[src/rtl/trpkt_seq.sv]
module trpkt_seq #(
  parameter int AW   = 16,
  parameter int DW   = 32,
  parameter int MAXW = 8
) (
  input  logic          clk,
  input  logic          rst_n,
  input  logic          work_pending,
  input  logic [AW-1:0] ring_addr,
  input  logic          stop_req,
  output logic          mem_req,
  output logic          mem_we,
  output logic [AW-1:0] mem_addr,
  output logic [DW-1:0] mem_wdata,
  input  logic          mem_rsp_valid,
  input  logic          mem_rsp_err,
  input  logic [DW-1:0] mem_rsp_data,
  output logic          ring_pop,
  output logic          pkt_done,
  output logic          pkt_err
);
  localparam int CW = $clog2(MAXW + 1);
  localparam int KW = (MAXW > 1) ? $clog2(MAXW) : 1;
  localparam logic [2:0] KIND_TR = 3'b101;
  localparam logic [7:0] C_OK = 8'd0, C_MEM = 8'd1, C_CNT = 8'd2;

  typedef enum logic [2:0] {S_IDLE, S_RING, S_HDR, S_TREC, S_DRD, S_DWR, S_RSP, S_FIN} st_t;
  st_t st;

  logic [AW-1:0] desc, src, dst;
  logic          rl_en, err_f, pop_q;
  logic [7:0]    rl_idx, last_idx, stride, idx, code;
  logic [1:0]    sub;
  logic [CW-1:0] cnt, k;
  logic [DW-1:0] dbuf [MAXW];

  wire ok  = mem_rsp_valid && !mem_rsp_err;
  wire bad = mem_rsp_valid &&  mem_rsp_err;

  wire [2:0] h_kind   = mem_rsp_data[31:29];
  wire       h_rl     = mem_rsp_data[28];
  wire [7:0] h_rlidx  = mem_rsp_data[23:16];
  wire [7:0] h_last   = mem_rsp_data[15:8];
  wire [7:0] h_stride = mem_rsp_data[7:0];
  wire h_bad = (h_kind != KIND_TR) || (h_stride < 8'd3) ||
               (!h_rl && h_rlidx != 8'd0) || (h_rl && h_rlidx > h_last);

  wire [15:0] cnt_word = mem_rsp_data[15:0];
  wire        cnt_bad  = (cnt_word == 16'd0) || (cnt_word > 16'(MAXW));

  wire [15:0] rec_off  = 16'(idx) * 16'(stride);
  wire [15:0] rsp_off  = (16'(last_idx) + 16'd1) * 16'(stride);
  wire [AW-1:0] tr_a   = desc + AW'(1) + AW'(rec_off) + AW'(sub);
  wire [AW-1:0] rsp_a  = desc + AW'(1) + AW'(rsp_off) + AW'(idx);
  wire          k_last = (k == cnt - CW'(1));

  assign mem_req   = (st != S_IDLE) && (st != S_FIN);
  assign mem_we    = (st == S_DWR) || (st == S_RSP);
  assign mem_wdata = (st == S_RSP) ? DW'(code) : dbuf[k[KW-1:0]];
  assign ring_pop  = pop_q;
  assign pkt_done  = (st == S_FIN);
  assign pkt_err   = (st == S_FIN) && err_f;

  always_comb begin
    case (st)
      S_RING:  mem_addr = ring_addr;
      S_HDR:   mem_addr = desc;
      S_TREC:  mem_addr = tr_a;
      S_DRD:   mem_addr = src + AW'(k);
      S_DWR:   mem_addr = dst + AW'(k);
      S_RSP:   mem_addr = rsp_a;
      default: mem_addr = '0;
    endcase
  end

  always_ff @(posedge clk) begin
    if (st == S_DRD && ok) dbuf[k[KW-1:0]] <= mem_rsp_data;
  end

  always_ff @(posedge clk) begin
    if (!rst_n) begin
      st <= S_IDLE; desc <= '0; src <= '0; dst <= '0;
      rl_en <= 1'b0; rl_idx <= '0; last_idx <= '0; stride <= '0;
      idx <= '0; sub <= '0; cnt <= '0; k <= '0; code <= '0;
      err_f <= 1'b0; pop_q <= 1'b0;
    end else begin
      pop_q <= 1'b0;
      case (st)
        S_IDLE: if (work_pending) begin
          st <= S_RING; err_f <= 1'b0;
        end
        S_RING: if (bad) begin
          err_f <= 1'b1; st <= S_FIN;
        end else if (ok) begin
          desc <= mem_rsp_data[AW-1:0]; pop_q <= 1'b1; st <= S_HDR;
        end
        S_HDR: if (bad || (ok && h_bad)) begin
          err_f <= 1'b1; st <= S_FIN;
        end else if (ok) begin
          rl_en <= h_rl; rl_idx <= h_rlidx; last_idx <= h_last; stride <= h_stride;
          idx <= '0; sub <= '0; st <= S_TREC;
        end
        S_TREC: if (bad) begin
          code <= C_MEM; st <= S_RSP;
        end else if (ok) begin
          sub <= sub + 2'd1;
          case (sub)
            2'd0:    src <= mem_rsp_data[AW-1:0];
            2'd1:    dst <= mem_rsp_data[AW-1:0];
            default: begin
              sub <= '0;
              if (cnt_bad) begin
                code <= C_CNT; st <= S_RSP;
              end else begin
                cnt <= CW'(cnt_word); k <= '0; st <= S_DRD;
              end
            end
          endcase
        end
        S_DRD: if (bad) begin
          code <= C_MEM; st <= S_RSP;
        end else if (ok) begin
          if (k_last) begin k <= '0; st <= S_DWR; end
          else k <= k + CW'(1);
        end
        S_DWR: if (bad) begin
          code <= C_MEM; st <= S_RSP;
        end else if (ok) begin
          if (k_last) begin code <= C_OK; st <= S_RSP; end
          else k <= k + CW'(1);
        end
        S_RSP: if (bad || (ok && code != C_OK)) begin
          err_f <= 1'b1; st <= S_FIN;
        end else if (ok) begin
          sub <= '0;
          if (idx != last_idx) begin
            idx <= idx + 8'd1; st <= S_TREC;
          end else if (rl_en && !stop_req) begin
            idx <= rl_idx; st <= S_TREC;
          end else begin
            st <= S_FIN;
          end
        end
        default: st <= S_IDLE;
      endcase
    end
  end

  p_idle_quiet_r1: assert property (@(posedge clk) disable iff (!rst_n)
    (st == S_IDLE) |-> !mem_req);
  p_pop_after_read_r2: assert property (@(posedge clk) disable iff (!rst_n)
    ring_pop |-> ($past(mem_rsp_valid) && !$past(mem_we)));
  p_idx_in_range_r4: assert property (@(posedge clk) disable iff (!rst_n)
    (st == S_TREC) |-> (idx <= last_idx));
  p_rsp_after_ack_r6: assert property (@(posedge clk) disable iff (!rst_n)
    $rose(st == S_RSP) |-> $past(mem_rsp_valid));
  p_done_pulse_r9: assert property (@(posedge clk) disable iff (!rst_n)
    pkt_done |=> !pkt_done);
  p_done_after_ack_r9: assert property (@(posedge clk) disable iff (!rst_n)
    $rose(pkt_done) |-> $past(mem_rsp_valid));
  p_req_hold_r11: assert property (@(posedge clk) disable iff (!rst_n)
    (mem_req && !mem_rsp_valid) |=>
      (mem_req && $stable(mem_addr) && $stable(mem_we) && $stable(mem_wdata)));
endmodule

[config.mk]
export PLATFORM = sky130hd
export DESIGN_NAME = trpkt_seq
export DESIGN_NICKNAME = d
export VERILOG_FILES = /design/src/rtl/trpkt_seq.sv
export SDC_FILE = /design/constraint.sdc
export NUM_CORES = 1
export LEC_CHECK = 0
export BUFFER_PORTS_ARGS = -buffer_cell sky130_fd_sc_hd__buf_2
export CELL_PAD_IN_SITES_DETAIL_PLACEMENT = 2
export CELL_PAD_IN_SITES_GLOBAL_PLACEMENT = 2
export CORE_ASPECT_RATIO = 1.75
export CORE_MARGIN = 5
export CORE_UTILIZATION = 43
export DETAILED_ROUTE_END_ITERATION = 8
export PLACE_DENSITY_LB_ADDON = 0.25
export SYNTH_ARGS = -nofsm -noshare
export SYNTH_HDL_FRONTEND = slang
export SYNTH_SLANG_ARGS = --single-unit
[constraint.sdc]
create_clock -name clk -period 7.5 [get_ports clk]
set_input_delay 0.75 -clock clk [delete_from_list [all_inputs] [get_ports clk]]
set_output_delay 0.75 -clock clk [all_outputs]
set_load 0.1 [all_outputs]
==> results.json <==
{
  "status": "finished clean",
  "ctsHoldBuffers": 0,
  "ys_ff_latch": 357,
  "grt_first_pass_wirelength_um": 113000,
  "fillers": 5009,
  "p_per_area_mw_per_mm2": 220,
  "synth_async_sr_flop_share_pct": 0,
  "htreeDepth": 2,
  "crit_path_end_kind": "primary output",
  "fin_util_pct": 48.9,
  "viasPerCell": 5.83,
  "path_clk_slew_ns": 0.07,
  "cts_sinks": 357,
  "crit_buf_inv": 4,
  "stdcell_count": 2605,
  "drc_errors": 0,
  "clk_latency_ns": 0.54,
  "die_area_mm2": 0.0546,
  "routedWlPerCell_um": 28.9,
  "syn_area_per_cell_um2": 11.8,
  "hold_depth": 2,
  "hold_class": "reg -> reg",
  "fp.coreArea_mm2": 0.0495,
  "cpPeakStageDelay_ns": 0.59,
  "grt_pass1_vias": 17500,
  "routabilityCongestion": 0.855,
  "synth-edff-count": 256,
  "track_usage_pct": 27.8,
  "drive_above_1_share_pct": 16.7,
  "tightestPinTransition_ns": 1.22,
  "die_h_um": 305,
  "finalMaxSlewViolations": 0,
  "critPathLaunchType": "flip-flop",
  "syn_nets": 2081,
  "cts_tree": "built",
  "die_width_um": 179,
  "fin_crit_sh_pct": 97.5,
  "crit_fanout": 7,
  "hold_violations": 0,
  "worstPathRequired_ns": 6.75,
  "netlist_instances": 1817,
  "grt_max_degree": 67,
  "totalWireLength_um": 75300,
  "cts_root_buffer": "clkbuf_16",
  "crit_type": "reg -> out",
  "setup_viol": 0,
  "peakVddDrop_mv": 0.148,
  "port_buffers": 106,
  "path_delay_family": "adder cells",
  "cts_buffer_depth": 3,
  "dp_hpwl_um": 53900,
  "cp_common_cell": "fa_1",
  "cp_num_cells": 20,
  "drtAntennaViolNets": 0,
  "fmax_mhz": 137,
  "yosysWarnings": 0,
  "yosysUniqueCellTypes": 74,
  "io-pin-count": 107,
  "slowest_stage": "fa_1",
  "maxCapViolCount": 0,
  "period_needed_ns": 7.31,
  "final_nets": 2181,
  "start_util_pct": 43.3,
  "drtPass1Iterations": 6,
  "slew_headroom_pct": 18.5,
  "cp_cell_sequence": "ha_4 -> nand2_1 -> xnor2_2 -> buf_4 -> buf_4 -> nand2_1 -> fa_1 -> inv_1 -> fa_1 -> fa_1 -> fa_1 -> fa_1 -> ha_2 -> or3_4 -> o31a_1 -> a311o_2 -> a2111oi_4 -> a31oi_1 -> o211ai_1 -> clkbuf_16",
  "antenna_found_initial": 2,
  "total_leakage_power_nw": 9.55,
  "pre_cts_ws_ns": 0.244,
  "syn_to_final_growth_pct": 12.8,
  "overflow": 0,
  "via_count": 15200,
  "cts_buffers": 35,
  "syn_area_mm2": 0.0214,
  "setup_ws_ns": 0.187,
  "drtIter0Drc": 934,
  "rows": 108,
  "r2r_cells": 6,
  "synthFlopType": "edfxtp_1",
  "ys_seq_area_share_pct": 45.3,
  "finalClockSkew_ns": 0.0149,
  "cp.arrival_ns": 6.56,
  "post-place-cells": 2535
}
==> sequential cells by signal, summed over array words and instances, names as in the netlist, 2 cells and up, named ones only <==
| name | flops |
|---|---|
| st | 3 |
| dbuf | 256 |
| dst | 16 |
| k | 4 |
| last_idx | 8 |
| stride | 8 |
| code | 2 |
| desc | 16 |
| sub | 2 |
| idx | 8 |
| src | 16 |
| cnt | 4 |
| rl_idx | 8 |
==> synth_stat cells (9+ instances only) <==
cell | instances | area, um^2
inv_1 | 167 | 627
mux2i_1 | 79 | 791
o21a_1 | 10 | 75.1
o21ai_1 | 9 | 45.0
nand4_1 | 19 | 119
dfxtp_1 | 101 | 2020
nor2_1 | 71 | 267
a21o_1 | 11 | 82.6
mux4_2 | 64 | 1440
xor2_1 | 32 | 280
a21boi_1 | 49 | 368
edfxtp_1 | 256 | 7690
clkbuf_1 | 67 | 251
nand3_1 | 28 | 140
nand2_1 | 204 | 766
a211oi_1 | 11 | 82.6
nand2b_1 | 10 | 62.6
xnor2_1 | 45 | 394
ha_1 | 96 | 1200
a21oi_1 | 42 | 210
fa_1 | 114 | 2280
buf_2 | 17 | 85.1
and2_1 | 81 | 507
o21ai_0 | 33 | 165
nor3_1 | 16 | 80.1
nor2b_1 | 52 | 325
==> through the flow <==
step | area (um^2) | power [mW] | TNS (ns) | hold WS, ns
after floorplan | 21400 | 3.14 | 0 | 0.432
after global placement | 22800 | 3.47 | 0 | 0.438
after detailed placement | 22800 | 3.51 | 0 | 0.455
after CTS | 24000 | 5.35 | 0 | 0.463
after global routing | 24200 | 5.49 | -0.0373 | 0.483
final | 24200 | 5.32 | 0 | 0.461
==> path summary, 6_finish.rpt <==
check	startpoint	to	slack [ns]
min	dst[1]	dst[1]	0.46
max	last_idx[1]	mem_addr[14]	0.19
min reg2reg	dst[1]	dst[1]	0.46
max reg2reg	st[2]	dbuf[4][17]	3.85
==> routing by layer <==
metal / track usage [%] / up-vias / share of wire (%)
li1: - / 6578 / -
met1: 30.9 / 8085 / 37
met2: 51.8 / 364 / 55
met3: 2.67 / 148 / 2.9
met4: 14.3 / 2 / 5.7
met5: 0 / - / 0.0093
==> report_power, final <==
group,internal (mW),switching [mW]
combinational,0.292,1.00
sequential,2.14,0.0319
clock,1.04,0.803
total,3.48,1.84
==> cell usage in the layout, fill, tap and decap left out, types with 9 or more instances in the layout <==
| master | instances |
|---|---|
| a21oi_1 | 42 |
| inv_1 | 167 |
| mux4_2 | 64 |
| xnor2_1 | 41 |
| nand4_1 | 19 |
| fa_1 | 114 |
| dfxtp_1 | 91 |
| a21boi_1 | 49 |
| o21a_1 | 10 |
| and2_1 | 81 |
| edfxtp_1 | 256 |
| ha_1 | 93 |
| xor2_1 | 31 |
| nand3_1 | 27 |
| nor3_1 | 13 |
| a211oi_1 | 11 |
| o21ai_0 | 33 |
| mux2i_1 | 79 |
| buf_2 | 104 |
| nor2_1 | 64 |
| clkbuf_16 | 37 |
| o21ai_1 | 9 |
| buf_4 | 48 |
| nor2b_1 | 52 |
| nand2_1 | 203 |
| nand2b_1 | 10 |
| a21o_1 | 11 |
==> worst register-to-register path: cells and delay by family, from the launching register on <==
family	cells	cell delay, ns
AND/OR/NAND/NOR	4	2.09
buffers and inverters	2	0.87
flip-flops	1	0.31
==> cells by family (layout without fill, tap and decap cells) <==
family / count (synthesis) / after routing / share of synthesized area (%)
simple gates: 520 / 520 / 11.9
buf+inv: 261 / 388 / 4.79
other cells: 0 / 1 / 0
mux: 148 / 148 / 10.7
flops: 357 / 357 / 45.3
compound gates: 244 / 244 / 7.85
fa+ha+maj: 210 / 210 / 16.3
xor+xnor: 77 / 77 / 3.15
==> timing repair <==
item,in CTS,in global routing
buffers inserted,1,4
resized for setup,8,22
setup endpoints to repair,6,6
pin swaps,1,4
==> cell type report <==
type                            instances  area (um^2)  share of cell area, %
Antenna cell                            1         2.50                 0.0104
Clock buffer                           47          992                   4.10
Clock inverter                         17          185                  0.766
Inverter                              169          634                   2.62
Multi-Input combinational cell       1199        10900                   44.9
Sequential cell                       357         9730                   40.3
Tap cell                              660          826                   3.42
Timing Repair Buffer                  155          937                   3.88
Note: power is estimated with default switching activity, not from simulation.
